<file path="config.mk">
export PLATFORM = sky130hd
export DESIGN_NAME = xcvr_dual_top
export DESIGN_NICKNAME = d
export VERILOG_FILES = /design/src/rtl/xcvr_pkg.sv /design/src/rtl/xcvr_edge_sync.sv /design/src/rtl/xcvr_ctrl_fsm.sv /design/src/rtl/xcvr_chan_path.sv /design/src/rtl/xcvr_dual_top.sv
export SDC_FILE = /design/constraint.sdc
export NUM_CORES = 1
export LEC_CHECK = 0
export BUFFER_PORTS_ARGS = -buffer_cell sky130_fd_sc_hd__buf_2
export CAP_MARGIN = 10
export CORE_MARGIN = 8
export CORE_UTILIZATION = 38
export DETAILED_ROUTE_END_ITERATION = 7
export PLACE_DENSITY_LB_ADDON = 0.2
export SKIP_CTS_REPAIR_TIMING = 1
export SLEW_MARGIN = 20
export SYNTH_ARGS = -nofsm -noshare
export SYNTH_HDL_FRONTEND = slang
export SYNTH_SLANG_ARGS = --single-unit
</file>
<file path="constraint.sdc">
create_clock -name clk -period 2.7 [get_ports clk]
set_input_delay 0.135 -clock clk [delete_from_list [all_inputs] [get_ports clk]]
set_output_delay 0.135 -clock clk [all_outputs]
set_load 0.03 [all_outputs]
</file>
<file path="src/rtl/xcvr_pkg.sv">
package xcvr_pkg;

    typedef enum logic [2:0] {
        ST_ISOLATE    = 3'd0,
        ST_DRIVE_B    = 3'd1,
        ST_DRIVE_A    = 3'd2,
        ST_DRIVE_BOTH = 3'd3,
        ST_LOOP_HOLD  = 3'd4
    } xfer_state_e;

    // Map one channel's enables and selects to its transfer state.
    function automatic xfer_state_e decode_state(
        input logic en_ab,
        input logic en_ba_n,
        input logic sel_ab,
        input logic sel_ba
    );
        xfer_state_e st;
        if (en_ab && !en_ba_n) begin
            st = (!sel_ab && !sel_ba) ? ST_LOOP_HOLD : ST_DRIVE_BOTH;
        end else if (en_ab) begin
            st = ST_DRIVE_B;
        end else if (!en_ba_n) begin
            st = ST_DRIVE_A;
        end else begin
            st = ST_ISOLATE;
        end
        return st;
    endfunction

endpackage

</file>
<file path="src/rtl/xcvr_edge_sync.sv">
module xcvr_edge_sync #(
    parameter int STAGES = 2
) (
    input  logic clk,
    input  logic rst_n,
    input  logic strobe_i,
    output logic rise_o
);
    logic [STAGES-1:0] sync_q;
    logic              last_q;

    always_ff @(posedge clk) begin
        if (!rst_n) begin
            sync_q <= '0;
            last_q <= 1'b0;
        end else begin
            sync_q <= {sync_q[STAGES-2:0], strobe_i};
            last_q <= sync_q[STAGES-1];
        end
    end

    assign rise_o = sync_q[STAGES-1] & ~last_q;
endmodule

</file>
<file path="src/rtl/xcvr_ctrl_fsm.sv">
module xcvr_ctrl_fsm
    import xcvr_pkg::*;
(
    input  logic clk,
    input  logic rst_n,
    input  logic en_ab,
    input  logic en_ba_n,
    input  logic sel_ab,
    input  logic sel_ba,
    output logic a_drive,
    output logic b_drive,
    output logic loop_enter,
    output logic loop_active
);
    xfer_state_e state_q;
    xfer_state_e state_d;

    assign state_d = decode_state(en_ab, en_ba_n, sel_ab, sel_ba);

    // State register
    always_ff @(posedge clk) begin
        if (!rst_n) begin
            state_q <= ST_ISOLATE;
        end else begin
            state_q <= state_d;
        end
    end

    // Outputs of the current state
    always_comb begin
        a_drive     = 1'b0;
        b_drive     = 1'b0;
        loop_active = 1'b0;
        unique case (state_q)
            ST_ISOLATE: begin
            end
            ST_DRIVE_B: begin
                b_drive = 1'b1;
            end
            ST_DRIVE_A: begin
                a_drive = 1'b1;
            end
            ST_DRIVE_BOTH: begin
                a_drive = 1'b1;
                b_drive = 1'b1;
            end
            ST_LOOP_HOLD: begin
                a_drive     = 1'b1;
                b_drive     = 1'b1;
                loop_active = 1'b1;
            end
            default: begin
            end
        endcase
    end

    // Asserted on the cycle before the controller enters the hold loop.
    assign loop_enter = (state_d == ST_LOOP_HOLD) && (state_q != ST_LOOP_HOLD);
endmodule

</file>
<file path="src/rtl/xcvr_chan_path.sv">
module xcvr_chan_path #(
    parameter int CH_W = 8
) (
    input  logic            clk,
    input  logic            rst_n,
    input  logic            a_load,
    input  logic            b_load,
    input  logic            sel_ab,
    input  logic            sel_ba,
    input  logic            a_drive,
    input  logic            b_drive,
    input  logic            loop_enter,
    input  logic            loop_stay,
    input  logic [CH_W-1:0] a_pin_i,
    input  logic [CH_W-1:0] b_pin_i,
    output logic [CH_W-1:0] a_out,
    output logic [CH_W-1:0] b_out
);
    logic [CH_W-1:0] a_res;
    logic [CH_W-1:0] b_res;
    logic [CH_W-1:0] a_store_q;
    logic [CH_W-1:0] b_store_q;
    logic [CH_W-1:0] a_q;
    logic [CH_W-1:0] b_q;

    // Resolved pin value: own drive where enabled, external input otherwise.
    assign a_res = a_drive ? a_q : a_pin_i;
    assign b_res = b_drive ? b_q : b_pin_i;

    always_ff @(posedge clk) begin
        if (!rst_n) begin
            a_store_q <= '0;
            b_store_q <= '0;
        end else begin
            if (a_load) a_store_q <= a_res;
            if (b_load) b_store_q <= b_res;
        end
    end

    always_ff @(posedge clk) begin
        if (!rst_n) begin
            a_q <= '0;
            b_q <= '0;
        end else if (loop_enter) begin
            a_q <= a_res;
            b_q <= a_res;
        end else if (!loop_stay) begin
            b_q <= sel_ab ? a_store_q : a_res;
            a_q <= sel_ba ? b_store_q : b_res;
        end
    end

    assign a_out = a_q;
    assign b_out = b_q;
endmodule

</file>
<file path="src/rtl/xcvr_dual_top.sv">
module xcvr_dual_top #(
    parameter int CH_W     = 8,
    parameter int N_CH     = 2,
    parameter int SYNC_LEN = 2,
    localparam int BUS_W   = CH_W * N_CH
) (
    input  logic             clk,
    input  logic             rst_n,
    input  logic [N_CH-1:0]  a2b_clk,
    input  logic [N_CH-1:0]  b2a_clk,
    input  logic [N_CH-1:0]  a2b_sel,
    input  logic [N_CH-1:0]  b2a_sel,
    input  logic [N_CH-1:0]  a2b_en,
    input  logic [N_CH-1:0]  b2a_en_n,
    input  logic [BUS_W-1:0] a_pin_i,
    output logic [BUS_W-1:0] a_pin_o,
    output logic [BUS_W-1:0] a_pin_oe,
    input  logic [BUS_W-1:0] b_pin_i,
    output logic [BUS_W-1:0] b_pin_o,
    output logic [BUS_W-1:0] b_pin_oe
);
    for (genvar c = 0; c < N_CH; c++) begin : g_chan
        logic a_rise, b_rise;
        logic a_drv, b_drv, enter, stay;

        xcvr_edge_sync #(.STAGES(SYNC_LEN)) u_sync_ab (
            .clk(clk), .rst_n(rst_n), .strobe_i(a2b_clk[c]), .rise_o(a_rise)
        );
        xcvr_edge_sync #(.STAGES(SYNC_LEN)) u_sync_ba (
            .clk(clk), .rst_n(rst_n), .strobe_i(b2a_clk[c]), .rise_o(b_rise)
        );

        xcvr_ctrl_fsm u_fsm (
            .clk(clk), .rst_n(rst_n),
            .en_ab(a2b_en[c]), .en_ba_n(b2a_en_n[c]),
            .sel_ab(a2b_sel[c]), .sel_ba(b2a_sel[c]),
            .a_drive(a_drv), .b_drive(b_drv),
            .loop_enter(enter), .loop_active(stay)
        );

        xcvr_chan_path #(.CH_W(CH_W)) u_path (
            .clk(clk), .rst_n(rst_n),
            .a_load(a_rise), .b_load(b_rise),
            .sel_ab(a2b_sel[c]), .sel_ba(b2a_sel[c]),
            .a_drive(a_drv), .b_drive(b_drv),
            .loop_enter(enter), .loop_stay(stay),
            .a_pin_i(a_pin_i[c*CH_W +: CH_W]),
            .b_pin_i(b_pin_i[c*CH_W +: CH_W]),
            .a_out(a_pin_o[c*CH_W +: CH_W]),
            .b_out(b_pin_o[c*CH_W +: CH_W])
        );

        assign a_pin_oe[c*CH_W +: CH_W] = {CH_W{a_drv}};
        assign b_pin_oe[c*CH_W +: CH_W] = {CH_W{b_drv}};
    end
endmodule

</file>
==> flow_metrics.py <==
metrics = {
    "setup_path": {
        "worstSetupEndpointType": "primary output",
        "critPathRequiredTime_ns": 2.57,
        "crit_fanout": 16,
        "worstSetupStartpointType": "register",
        "worstSetupPathType": "register to primary output",
        "crit_arrival_ns": 2.05,
    },
    "timing": {
        "fin_crit_sh_pct": 80.96,
        "hold_viol_final": 0,
        "slew_viol_final": 0,
        "finalCriticalPeriod_ns": 2.186,
        "relSlewSlack_pct": 36.32,
        "setup_viol": 0,
        "tightest_slew_ns": 0.9533,
        "rsz0062_at_grt": "no",
        "fin_tns_setup_ns": 0,
        "fmax_mhz": 457.5,
        "finClkSkew_ns": 0.008540,
    },
    "power": {
        "total_power_mw": 2.780,
        "ir_drop_mv": 0.2076,
        "p_per_area_nw_per_um2": 579.6,
        "leakage_nw": 2.065,
    },
    "routing": {
        "drt_iter0_markers": 199,
        "routed_wl_mm": 10.96,
        "avgRoutedWirePerCell_um": 16.55,
        "via_per_inst": 5.269,
        "drt-pass1-iter-count": 5,
        "drtAntennaViolNets": 0,
        "drc_errors": 0,
        "vias": 3488,
    },
    "layout": {
        "mostFrequentLayoutCells": "buf_2 (109), dfxtp_1 (82), mux2i_1 (40)",
        "nets": 563,
        "final.fill_count": 1063,
        "fin_util_pct": 44.64,
        "drive_gt1_share_pct": 26.63,
        "final_area_um2": 4797,
        "final_common_cell": "buf_2",
        "areaGrowthSynthToFinish_pct": 15.45,
        "multiInputGateArea_um2": 2062,
        "stdcell_count": 662,
        "final-seq-area_um2": 1642,
        "antenna_cells": 0,
    },
    "grt": {
        "grt_max_degree": 65,
        "grt_pass1_vias": 3479,
        "grtUsageTotal_pct": 14.90,
        "grt_pass1_wl_mm": 17.64,
        "antenna_found_initial": 0,
        "overflow": 0,
    },
    "cts": {
        "cts_sinks": 82,
        "cts_tree": "yes",
        "cts_buffers": 9,
        "clockBufferDepth": 2,
        "htree_levels": 3,
        "clkTransAtPathRegs_ns": 0.08,
        "clock_latency_ns": 0.36,
        "cts-root-buf": "clkbuf_8",
    },
    "synthesis": {
        "syn_inst": 445,
        "async_reset_ff_share_pct": 0,
        "seq_area_frac_synth_pct": 39.51,
        "syn-cell-area_um2": 4155,
        "synth_nets": 491,
        "synth_largest_area_cell": "dfxtp_1",
        "synth_edf_count": 0,
        "synth.avg_cell_area_um2": 9.338,
        "synth_flop_cell": "dfxtp_1",
        "yosys.area.top_type_share_pct": 39.51,
        "yosys_warnings": 0,
        "synth_seq_cells": 82,
        "synth_cell_types": 40,
        "synth.top_cells.by_area": "dfxtp_1 (40%), mux2i_1 (9.6%), buf_4 (5.8%), mux2_1 (4.3%), nand2_1 (3.2%)",
    },
    "floorplan": {
        "core-area_um2": 10750,
        "die-width_um": 120.6,
        "die_height_um": 120.6,
        "initial_core_util_pct": 38.67,
        "die_area_um2": 14540,
        "rows": 38,
        "io_pins": 110,
    },
    "status": {
        "status": "finished clean",
    },
    "worst_hold_path": {
        "worstHoldPathType": "input port to register",
    },
    "job": {
        "maxCapViolCount": 0,
    },
    "place": {
        "dp_cells": 638,
        "io_buffer_count": 109,
        "place_congestion": 0.7823,
        "placed_cell_area_um2": 4497,
        "place_hpwl_mm": 7.974,
    },
}
-- critical path, stage by stage, from the launching register on --
cell and delay [ns]:
dfxtp_1 0.36, nor3b_1 0.62, a21oi_2 0.21, inv_2 0.25, buf_2 0.25
-- per-stage QoR --
step	setup slack [ns]	hold slack, ns
after floorplan	1.203	0.2078
after global placement	0.8231	0.3244
after detailed placement	0.7519	0.3315
after CTS	0.3480	-0.06284
after global routing	0.3229	0.01086
final	0.5141	0.02903
-- path summary, 6_finish.rpt --
kind                                  from                             to  slack [ns]  cells after the start
max reg2reg     g_chan[0].u_fsm.state_q[1]      g_chan[0].u_path.a_out[1]        0.82                      4
min                              a2b_en[0]     g_chan[0].u_fsm.state_q[0]        0.03                      2
max             g_chan[0].u_fsm.state_q[1]                    a_pin_oe[4]        0.51                      4
min reg2reg  g_chan[1].u_sync_ba.sync_q[0]  g_chan[1].u_sync_ba.sync_q[1]        0.44                      1
-- sequential cells by signal (all words and copies together), names as in the netlist --
register and flops:
g_chan.u_sync_ba.sync_q 4, g_chan.u_path.a_store_q 16, g_chan.u_path.a_out 16, g_chan.u_path.b_store_q 16
g_chan.u_sync_ab.last_q 2, g_chan.u_sync_ba.last_q 2, g_chan.u_fsm.state_q 6, g_chan.u_path.b_out 16
g_chan.u_sync_ab.sync_q 4
-- cells by family after synthesis --
family | count (synthesis) | share of synthesized area [%]
flops | 82 | 39.51
simple gates | 108 | 14.78
buf+inv | 70 | 11.32
compound gates | 129 | 20.42
mux | 56 | 13.97
-- per-layer routing --
layer,up-vias,GRT usage (%),part of all wire (%)
met5,-,0,0
met4,0,5.074,1.1
met3,10,4.848,7.3
met2,109,23.62,45
met1,1596,18.66,46
li1,1773,-,-
-- power by group --
part           switching (mW)  internal (mW)  total, mW
clock network           0.450          0.483      0.932
logic                   0.331          0.188      0.518
registers              0.0551           1.27       1.33
total                   0.835           1.95       2.78
-- Yosys cell counts (all sizes together) (2+ instances only) --
master and number:
nor2b 4, o32ai 8, nor2 4, dfxtp 82, a22oi 8, nand2 36, buf 46, nand3b 8
a211oi 2, o22ai 8, nand3 10, o221ai 8, clkbuf 16, o21ai 41, or3b 10, and2 13
a21oi 19, o2111ai 8, inv 8, a221oi 8, nor3 8, mux2i 40, nor3b 9, a31oi 17
mux2 16, nand2b 2
-- layout make-up --
type	instances	share of cell area, %
timing repair buffer	123	14.24
inverter	8	0.6260
sequential	82	34.22
multi-input combinational	293	42.98
tap	140	3.652
clock inverter	3	0.9650
clock buffer	13	3.312
Note: power is estimated with default switching activity, not from simulation.
